### config.mk
export PLATFORM = sky130hd
export DESIGN_NAME = dcoff_unit
export DESIGN_NICKNAME = d
export VERILOG_FILES = /design/src/rtl/dcoff_pkg.sv /design/src/rtl/dcoff_regs.sv /design/src/rtl/dcoff_lane.sv /design/src/rtl/dcoff_unit.sv
export SDC_FILE = /design/constraint.sdc
export NUM_CORES = 1
export LEC_CHECK = 0
export ABC_AREA = 1
export ABC_CLOCK_PERIOD_IN_PS = 8000
export BUFFER_PORTS_ARGS = -buffer_cell sky130_fd_sc_hd__buf_4
export CAP_MARGIN = 5
export CORE_MARGIN = 2
export CORE_UTILIZATION = 25
export CTS_CLUSTER_SIZE = 24
export DETAILED_ROUTE_END_ITERATION = 8
export PLACE_DENSITY = 0.44
export SETUP_SLACK_MARGIN = 0.4
export SLEW_MARGIN = 20
export SYNTH_ARGS = -nofsm -noshare
export SYNTH_HDL_FRONTEND = slang
export SYNTH_SLANG_ARGS = --single-unit
### constraint.sdc
create_clock -name clk -period 8 [get_ports clk]
set_input_delay 0 -clock clk [delete_from_list [all_inputs] [get_ports clk]]
set_output_delay 0 -clock clk [all_outputs]
set_load 0.02 [all_outputs]
### src/rtl/dcoff_pkg.sv
package dcoff_pkg;
  // lane index meaning; the order is what the host programs against
  typedef enum int {
    LANE_A_I = 0,
    LANE_A_Q = 1,
    LANE_B_I = 2,
    LANE_B_Q = 3
  } lane_id_e;

  localparam int DEF_LANES = 4;
  localparam int DEF_WIDTH = 16;
  localparam int DEF_SHIFT = 10;
endpackage

### src/rtl/dcoff_regs.sv
module dcoff_regs #(
  parameter int NCH = 4,
  parameter int W   = 16,
  parameter int AW  = 3
) (
  input  logic             clk,
  input  logic             rst_n,
  input  logic             cfg_we,
  input  logic [AW-1:0]    cfg_addr,
  input  logic [W-1:0]     cfg_wdata,
  input  logic [NCH-1:0]   cfg_wmask,
  output logic [NCH*W-1:0] host_off,
  output logic [NCH-1:0]   loop_en
);
  localparam logic [AW-1:0] EN_ADDR = AW'(NCH);

  always_ff @(posedge clk) begin
    if (!rst_n) begin
      loop_en <= '1;
    end else if (cfg_we && cfg_addr == EN_ADDR) begin
      loop_en <= (loop_en & ~cfg_wmask) | (cfg_wdata[NCH-1:0] & cfg_wmask);
    end
  end

  for (genvar k = 0; k < NCH; k++) begin : g_off
    always_ff @(posedge clk) begin
      if (!rst_n) host_off[k*W +: W] <= '0;
      else if (cfg_we && cfg_addr == AW'(k)) host_off[k*W +: W] <= cfg_wdata;
    end
  end

  // masked-off enable bits never move on an enable write
  assert_mask_keep_R7: assert property (@(posedge clk) disable iff (!rst_n)
    (cfg_we && cfg_addr == EN_ADDR) |=> ((loop_en ^ $past(loop_en)) & ~$past(cfg_wmask)) == '0);

  // without a write nothing in the register set changes
  assert_no_spurious_R10: assert property (@(posedge clk) disable iff (!rst_n)
    !cfg_we |=> ($stable(loop_en) && $stable(host_off)));
endmodule

### src/rtl/dcoff_lane.sv
module dcoff_lane #(
  parameter int W     = 16,
  parameter int SHIFT = 10
) (
  input  logic         clk,
  input  logic         rst_n,
  input  logic         take,
  input  logic [W-1:0] x,
  input  logic [W-1:0] host_off,
  input  logic         loop_en,
  output logic [W-1:0] y
);
  localparam int AW = W + SHIFT;
  localparam logic [W-1:0] POS_MAX = {1'b0, {(W-1){1'b1}}};
  localparam logic [W-1:0] NEG_MAX = {1'b1, {(W-1){1'b0}}};

  logic [AW-1:0] acc;
  logic [W-1:0]  est, off;
  logic [W:0]    diff;
  logic [AW:0]   sum;

  assign est  = acc[AW-1:SHIFT];
  assign off  = loop_en ? est : host_off;
  assign diff = {x[W-1], x} - {off[W-1], off};

  always_comb begin
    if (diff[W] != diff[W-1]) y = diff[W] ? NEG_MAX : POS_MAX;
    else                      y = diff[W-1:0];
  end

  assign sum = {acc[AW-1], acc} + {{(SHIFT+1){y[W-1]}}, y};

  always_ff @(posedge clk) begin
    if (!rst_n)              acc <= '0;
    else if (take && loop_en) acc <= sum[AW-1:0];
  end

  // bounded feedback: the accumulator add never leaves its range
  assert_acc_in_range_R5: assert property (@(posedge clk) disable iff (!rst_n)
    (take && loop_en) |-> (sum[AW] == sum[AW-1]));

  assert_hold_est_R6: assert property (@(posedge clk) disable iff (!rst_n)
    !loop_en |=> $stable(acc));

  assert_no_wrap_pos_R4: assert property (@(posedge clk) disable iff (!rst_n)
    (!x[W-1] && off[W-1]) |-> !y[W-1]);

  assert_no_wrap_neg_R4: assert property (@(posedge clk) disable iff (!rst_n)
    (x[W-1] && !off[W-1]) |-> y[W-1]);
endmodule

### src/rtl/dcoff_unit.sv
module dcoff_unit #(
  parameter int NCH   = dcoff_pkg::DEF_LANES,
  parameter int W     = dcoff_pkg::DEF_WIDTH,
  parameter int SHIFT = dcoff_pkg::DEF_SHIFT,
  parameter int AW    = $clog2(NCH) + 1
) (
  input  logic             clk,
  input  logic             rst_n,
  input  logic             s_valid,
  output logic             s_ready,
  input  logic [NCH*W-1:0] s_data,
  output logic             m_valid,
  input  logic             m_ready,
  output logic [NCH*W-1:0] m_data,
  input  logic             cfg_we,
  input  logic [AW-1:0]    cfg_addr,
  input  logic [W-1:0]     cfg_wdata,
  input  logic [NCH-1:0]   cfg_wmask
);
  logic [NCH*W-1:0] host_off;
  logic [NCH-1:0]   loop_en;
  logic [NCH*W-1:0] corr;
  logic             take;

  assign s_ready = !m_valid || m_ready;
  assign take    = s_valid && s_ready;

  dcoff_regs #(.NCH(NCH), .W(W), .AW(AW)) u_regs (
    .clk(clk), .rst_n(rst_n),
    .cfg_we(cfg_we), .cfg_addr(cfg_addr), .cfg_wdata(cfg_wdata), .cfg_wmask(cfg_wmask),
    .host_off(host_off), .loop_en(loop_en)
  );

  for (genvar k = 0; k < NCH; k++) begin : g_lane
    dcoff_lane #(.W(W), .SHIFT(SHIFT)) u_lane (
      .clk(clk), .rst_n(rst_n), .take(take),
      .x(s_data[k*W +: W]), .host_off(host_off[k*W +: W]), .loop_en(loop_en[k]),
      .y(corr[k*W +: W])
    );
  end

  always_ff @(posedge clk) begin
    if (!rst_n) begin
      m_valid <= 1'b0;
      m_data  <= '0;
    end else if (s_ready) begin
      m_valid <= s_valid;
      if (s_valid) m_data <= corr;
    end
  end

  assert_valid_follows_R8: assert property (@(posedge clk) disable iff (!rst_n)
    (s_valid && s_ready) |=> m_valid);

  assert_hold_R9: assert property (@(posedge clk) disable iff (!rst_n)
    (m_valid && !m_ready) |=> (m_valid && $stable(m_data)));

  assert_ready_R9: assert property (@(posedge clk) disable iff (!rst_n)
    (m_valid && !m_ready) |-> !s_ready);
endmodule

# Word-level counts from Yosys, hierarchy flattened
# Index checks and enable logic that the tools add are counted.
dict set report totals {
  in_bits 92
  reg_bits 237
  elab_cells 57
}
dict set report classes {
  n_eq_ne 8
  n_mux 12
  n_reduce_logical 14
  add_sub_neg 8
  bitwise_logic 4
}
# op count
set ops {}
lappend ops {{2-to-1 mux 16 bit} 12}
lappend ops {{adder 26 x 16 -> 26 bit} 4}
lappend ops {{subtractor 16 x 16 -> 17 bit} 4}
lappend ops {{logical AND 1 bit} 10}
lappend ops {{AND 4 bit} 2}
lappend ops {{== test 3 x 2 -> 1 bit, second input constant} 2}
lappend ops {{!= test 1 bit} 4}
lappend ops {{NOT 4 bit} 1}
lappend ops {{bitwise OR 4 bit} 1}
lappend ops {{== test 3 x 1 -> 1 bit, second input constant} 1}
lappend ops {{== test 3 bit, second input constant} 1}
lappend ops {{logical NOT 3 bit} 1}
lappend ops {{AND reduction 2 bit} 1}
lappend ops {{logical NOT 1 bit} 1}
lappend ops {{logical OR 1 bit} 1}

# Depth between registers and ports, before layout
# Gate-level depths: netlist of the first run.
dict set report logic_depth {
  word_depth 5
  ltp_mapped 42
  mapped_depth_nobuf 40
}

# By module
# Synthesis of the first run repeated with hierarchy kept, for this count alone.
dict set report hier_totals {
  cells_unflattened 2932
  area_unflattened_um2 18959.4
}
# mod seq_area_each_um2 cells_each area_per_inst_um2 instances
set by_module_without_submodules {}
lappend by_module_without_submodules {{dcoff_lane at g_lane[0].u_lane ...} 520.5 530 3335.7 2}
lappend by_module_without_submodules {{dcoff_lane at g_lane[3].u_lane} 520.5 526 3300.7 1}
lappend by_module_without_submodules {{dcoff_lane at g_lane[2].u_lane} 520.5 528 3253.1 1}
lappend by_module_without_submodules {dcoff_unit 1301.2 425 2907.8 1}
lappend by_module_without_submodules {dcoff_regs 1361.3 393 2826.5 1}

# Least setup slack after synthesis of the first run
# Ideal clock, no wire load.
dict set report synth_path {
  kind {register -> register}
  start {register (tool-made name)}
  end {register g_lane[2].u_lane.acc[16]}
  t_arrival_ns 5.455
  slack_ns 2.429
  path_buffers 3
  stages_incl_launch_ff 36
  t_required_ns 7.885
  cell_sequence {dfxtp_1 > clkbuf_1 > buf_1 > mux2i_1 > ha_1 > a21o_1 > a31oi_1 > o21ai_1 > a21boi_0 > o21ai_1 > nand2_1 > nand2_1 > nand2_1 > nand2_1 > a21oi_1 > nand2_1 > nand2_1 > inv_1 > ha_1 > inv_1 > clkbuf_1 > nand2_1 > nand2_1 > inv_1 > ha_1 > fa_1 > nand3_1 > nand2_1 > a21oi_1 > o21ai_0 > a21oi_1 > inv_1 > a31oi_1 > xnor2_1 > o21ai_0 > inv_1}
}
# item line_no
set synth_rtl {}
lappend synth_rtl {{end signal, assigned} dcoff_lane.sv:35} ;# else if (take && loop_en) acc <= sum[AW-1:0];
lappend synth_rtl {{end, declared} dcoff_lane.sv:17} ;# logic [AW-1:0] acc;

==> flow_summary.toml, run 1 <==
[route]
wl_per_cell_um = 16.7
antenna_left = 0
drc = 0
vias_per_cell = 4.74
dr.pass1.iters = 5
drt-total-wl_um = 62600
via_count = 17700
drtIter0Drc = 1140

[floorplan]
pin_count = 158
rows = 96
die_w_um = 268
start_util_pct = 25.4
die_area_um2 = 72000
coreArea_um2 = 68800
die_y_um = 268

[grt]
grt_pass1_vias = 16800
gr-usage-all-layers_pct = 17.1
grt_pass1_wl_um = 96700
grt_max_degree = 91
antenna_found_initial = 2
grt_overflow = 0

[timing]
setup_viol = 0
fmax_mhz = 149
fin_crit_ps = 6730
worstMarginPinSlew_ps = 1020
hold_violations = 0
setup_slack_ps = 1270
skew_ps = 18.3
slew_headroom_pct = 31.6
hold_ws_ps = 39.3
fin_setup_tns_ps = 0
rsz0062_at_grt = "false"
drv_slew = 0
post-route-period-util_pct = 84.1

[logic_synthesis]
yosysMostFrequentCell = "nand2_1"
avgSynthCellArea_um2 = 6.63
synth-edff-count = 0
yosys_warnings = 0
yosys-top-cells-area = "dfxtp_1 27%, ha_1 11%, nand2_1 10%"
synth_ff_type = "dfxtp_1"
synth.largest_area_cell = "dfxtp_1"
synthDistinctLibCells = 51
synth_area_um2 = 17500
ys_top_cells_by_count = "475 x nand2_1, 354 x inv_1, 329 x o21ai_0"
syn_inst = 2632
ys_seq_elements = 237
synthArstFlopShare_pct = 0
synth.top_cell.area_share_pct = 27.2
synth_fp_nets = 2884
ys_seq_area_share_pct = 27.2

[clock_tree]
postCtsSetupBuffers = 0
clk_pin_slew_ps = 60
clockBufferDepth = 3
cts_tree = "built"
clock-root-buffer = "clkbuf_16"
cts_buffers = 31
clk_latency_ps = 590
cts_num_sinks = 237
htreeDepth = 1

[placed_design]
place.gp.congestion = 0.909
place_ws_ps = 1270
io_buffers = 157
dpl.hpwl_um = 48200

[critical_path]
r2r_slack_ps = 1270
cp_slowest_stage_delay_ps = 580
crit_path_max_fanout = 15
rr_worst_depth = 34
cp_slowest_cell = "dfxtp_1"
r2r-end = "g_lane[2].u_lane.acc[16]"
critical_path_class = "reg2reg"
cp.required_ps = 8480
arrival_ps = 7210
endpoint_kind = "flip-flop"
critPathMostFrequentCell = "nand2_1"
startpoint_type = "flip-flop"

[power_and_ir_drop]
ir_worst_vdd_uv = 185
power_w = 0.0102
cellLeakagePower_nw = 10.5
power_density_nw_per_um2 = 484

[min_path]
whs_endpoint = "m_data[3]"
min-delay-start = "s_data[3]"
min_path_type = "in2reg"
hold_depth = 6

[final_layout]
nets = 3037
n_antenna_cell = 0
drive_gt1_share_pct = 10.5
area_delta_synth_final_pct = 20.3

[status]
status = "complete, no violations"

[flow_run]
maxCapViolations = 0
kinds of logic (layout without fill, tap and decap cells):
group           count (synthesis)  count (layout)  share of synthesized area, %
buf+inv                       445             620                          9.72
mux                            20              20                          1.15
flops                         237             237                          27.2
fa+ha+maj                     160             160                          11.8
compound gates                746             746                          23.6
xor+xnor                       77              77                          3.86
simple gates                  947             947                          22.6
per-stage QoR:
stage          cell area [um^2]  std cells  util (%)
2_1_floorplan             17500       2632         -
6_report                  21000       3738      30.5
3_3_place_gp              19600       3648      28.4
4_1_cts                   21000       3738      30.5
3_5_place_dp              19600       3648      28.4
5_1_grt                   21000       3738      30.5
worst max path at each step:
stage	end	slack, ps	cells past startpoint
global route	g_lane[2].u_lane.acc[25]	510	34
detailed placement	g_lane[2].u_lane.acc[25]	1270	34
CTS	g_lane[2].u_lane.acc[25]	1230	31
floorplan	g_lane[2].u_lane.acc[16]	2430	35
global placement	g_lane[2].u_lane.acc[25]	1270	31
finish	g_lane[2].u_lane.acc[16]	1270	34
registers in the layout, indices dropped and copies added, names as in the netlist, named ones only:
name and cells:
u_regs.host_off 64, m_data 64, m_valid 1, g_lane.u_lane.acc 104
critical path, delay by kind of cell (launching register included):
kind	cells	cell delay, ps
buffers and inverters	7	770
AO/OA/AOI/OAI	10	2180
adder cells (fa/ha/maj)	4	1370
XOR/XNOR	1	120
AND/OR/NAND/NOR	12	1580
flip-flops	1	580
per-layer routing:
metal,vias to the layer above,global-route usage (%),routed length [um]
met1,8176,24.5,31100
met5,-,0,27
li1,9066,-,-
met3,70,2.55,3140
met2,418,27.1,26900
met4,4,3.74,1370
layout by cell type (no fill, tap or decap), types with 22 or more instances in the layout:
master | synthesis | routed
nand2_1 | 475 | 475
nor2_1 | 268 | 265
clkbuf_16 | 0 | 31
o211ai_1 | 31 | 31
dfxtp_1 | 237 | 236
xor2_1 | 42 | 42
xnor2_1 | 35 | 35
nand3_1 | 106 | 106
dlygate4sd3_1 | 0 | 35
or2_2 | 22 | 22
inv_1 | 354 | 354
a21oi_1 | 268 | 268
ha_1 | 152 | 152
o21ai_0 | 329 | 329
buf_4 | 2 | 169
power by group:
part           switching (W)  internal [W]  total (W)
logic                0.00451       0.00243    0.00694
registers           0.000235       0.00149    0.00173
clock network       0.000576      0.000911    0.00149
total                0.00532       0.00484     0.0102
cell type report:
type,instances,area [um^2]
Clock inverter,14,206
Clock buffer,41,863
Sequential cell,237,4750
Inverter,361,1360
Fill cell,7489,47800
Multi-Input combinational cell,1950,11000
Timing Repair Buffer,204,1620
Tap cell,931,1160
timing repair:
item / 4_1_cts / 5_1_grt
hold buffers: 35 / 0
endpoints found under the hold margin: 111 / 0
resized for setup: 0 / 0
Note: power is estimated with default switching activity, not from simulation.
==> inputs of run 2 (changes only) <==
--- a/config.mk
+++ b/config.mk
@@ -6,7 +6,7 @@
 export NUM_CORES = 1
 export LEC_CHECK = 0
 export ABC_AREA = 1
-export ABC_CLOCK_PERIOD_IN_PS = 8000
+export ABC_CLOCK_PERIOD_IN_PS = 6450
 export BUFFER_PORTS_ARGS = -buffer_cell sky130_fd_sc_hd__buf_4
 export CAP_MARGIN = 5
 export CORE_MARGIN = 2
==> constraint.sdc (replaced) <==
create_clock -name clk -period 6.45 [get_ports clk]
set_input_delay 0 -clock clk [delete_from_list [all_inputs] [get_ports clk]]
set_output_delay 0 -clock clk [all_outputs]
set_load 0.02 [all_outputs]
==> flow_summary.toml, run 2 (same netlist as run 1, synthesis figures left out) <==
[floorplan]
rows = 96
pin_count = 158
coreArea_um2 = 68800
start_util_pct = 25.4
die_y_um = 268
die_area_um2 = 72000
die_w_um = 268

[route]
wl_per_cell_um = 16.7
drtIter0Drc = 1046
via_count = 17700
drt-total-wl_um = 62900
dr.pass1.iters = 5
antenna_left = 0
drc = 0
vias_per_cell = 4.71

[critical_path]
cp.required_ps = 6850
critPathMostFrequentCell = "nand2_1"
startpoint_type = "flip-flop"
cp_slowest_stage_delay_ps = 450
cp_slowest_cell = "dfxtp_1"
endpoint_kind = "flip-flop"
critical_path_class = "reg2reg"
crit_path_max_fanout = 7
arrival_ps = 5950

[grt]
grt_overflow = 0
grt_pass1_wl_um = 97600
grt_max_degree = 79
grt_pass1_vias = 17100
antenna_found_initial = 3
gr-usage-all-layers_pct = 17.4

[clock_tree]
clk_latency_ps = 560
clock-root-buffer = "clkbuf_16"
cts_num_sinks = 237
cts_tree = "built"
clockBufferDepth = 3
htreeDepth = 2
clk_pin_slew_ps = 50
cts_buffers = 34

[timing]
hold_violations = 0
rsz0062_at_grt = "false"
post-route-period-util_pct = 86.0
drv_slew = 0
slew_headroom_pct = 34.1
fin_setup_tns_ps = 0
fmax_mhz = 180
fin_crit_ps = 5550
skew_ps = 18.9
hold_ws_ps = 39.2
worstMarginPinSlew_ps = 983
setup_viol = 0

[final_layout]
area_delta_synth_final_pct = 22.6
final_util_pct = 31.1
final_cells = 3762
max_flop_register = "g_lane.u_lane.acc"
drive_gt1_share_pct = 12.0
final_common_cell = "nand2_1"
n_antenna_cell = 0
largest_reg_flops = 104
reg_top3 = "g_lane.u_lane.acc x104, m_data x64, u_regs.host_off x64"
most-common-layout-cells = "473 x nand2_1, 352 x inv_1, 320 x o21ai_0"
nets = 3058

[power_and_ir_drop]
cellLeakagePower_nw = 10.7
ir_worst_vdd_uv = 233
power_density_nw_per_um2 = 610

[flow_run]
maxCapViolations = 0

[placed_design]
io_buffers = 157
place.gp.congestion = 0.914
dpl.hpwl_um = 47900
placedCellCount = 3663

[status]
status = "complete, no violations"

[min_path]
min_path_type = "in2reg"
run 2: repair_timing:
action | CTS | global route
hold endpoints to repair | 111 | 0
resized for setup | 2 | 29
setup endpoints to repair | 2 | 26
hold buffers | 35 | 0
setup buffers | 0 | 3
run 2: routing by layer:
layer	up-vias	wire, um	GRT usage (%)	share of wire, %
met3	90	3110	2.88	4.9
li1	9123	-	-	-
met5	-	40	0	0.064
met2	384	27100	27.1	43
met1	8131	30900	24.3	49
met4	6	1720	5.35	2.7
run 2: cell type report:
cell class                 count  area, um^2
fill                        7558       47400
multi-input combinational   1950       11100
sequential                   237        4750
timing repair buffer         222        1750
inverter                     361        1370
tap                          931        1160
clock buffer                  42         931
clock inverter                19         345
run 2: where the power goes:
group / switching, W / total [W] / internal (W)
clock network: 0.000797 / 0.00219 / 0.00139
registers: 0.000283 / 0.00213 / 0.00185
logic: 0.00561 / 0.00875 / 0.00314
total: 0.00669 / 0.0131 / 0.00638
run 2: critical path, delay by kind of cell (launching register included):
| kind | cells | cell delay (ps) |
|---|---|---|
| flip-flops | 1 | 450 |
| AO/OA/AOI/OAI | 9 | 1650 |
| adder cells (fa/ha/maj) | 4 | 1270 |
| AND/OR/NAND/NOR | 14 | 1290 |
| buffers and inverters | 6 | 530 |
| XOR/XNOR | 1 | 200 |
run 2: through the flow:
step	power [W]	cell area (um^2)	setup WS, ps
after floorplan	0.00837	17500	879
after global placement	0.0107	19700	440
after detailed placement	0.0107	19700	327
after CTS	0.0130	21300	449
after global routing	0.0144	21400	415
final	0.0131	21400	902
run 2: final timing paths:
| path | depth (start not counted) | start | slack, ps | endpoint |
|---|---|---|---|---|
| hold reg to reg | 2 | u_regs.host_off[50] | 450 | u_regs.host_off[50] |
| hold / removal | 6 | s_data[16] | 40 | m_data[16] |
| setup / recovery | 34 | flip-flop | 900 | g_lane[0].u_lane.acc[25] |
| setup reg to reg | 34 | flip-flop | 900 | g_lane[0].u_lane.acc[25] |
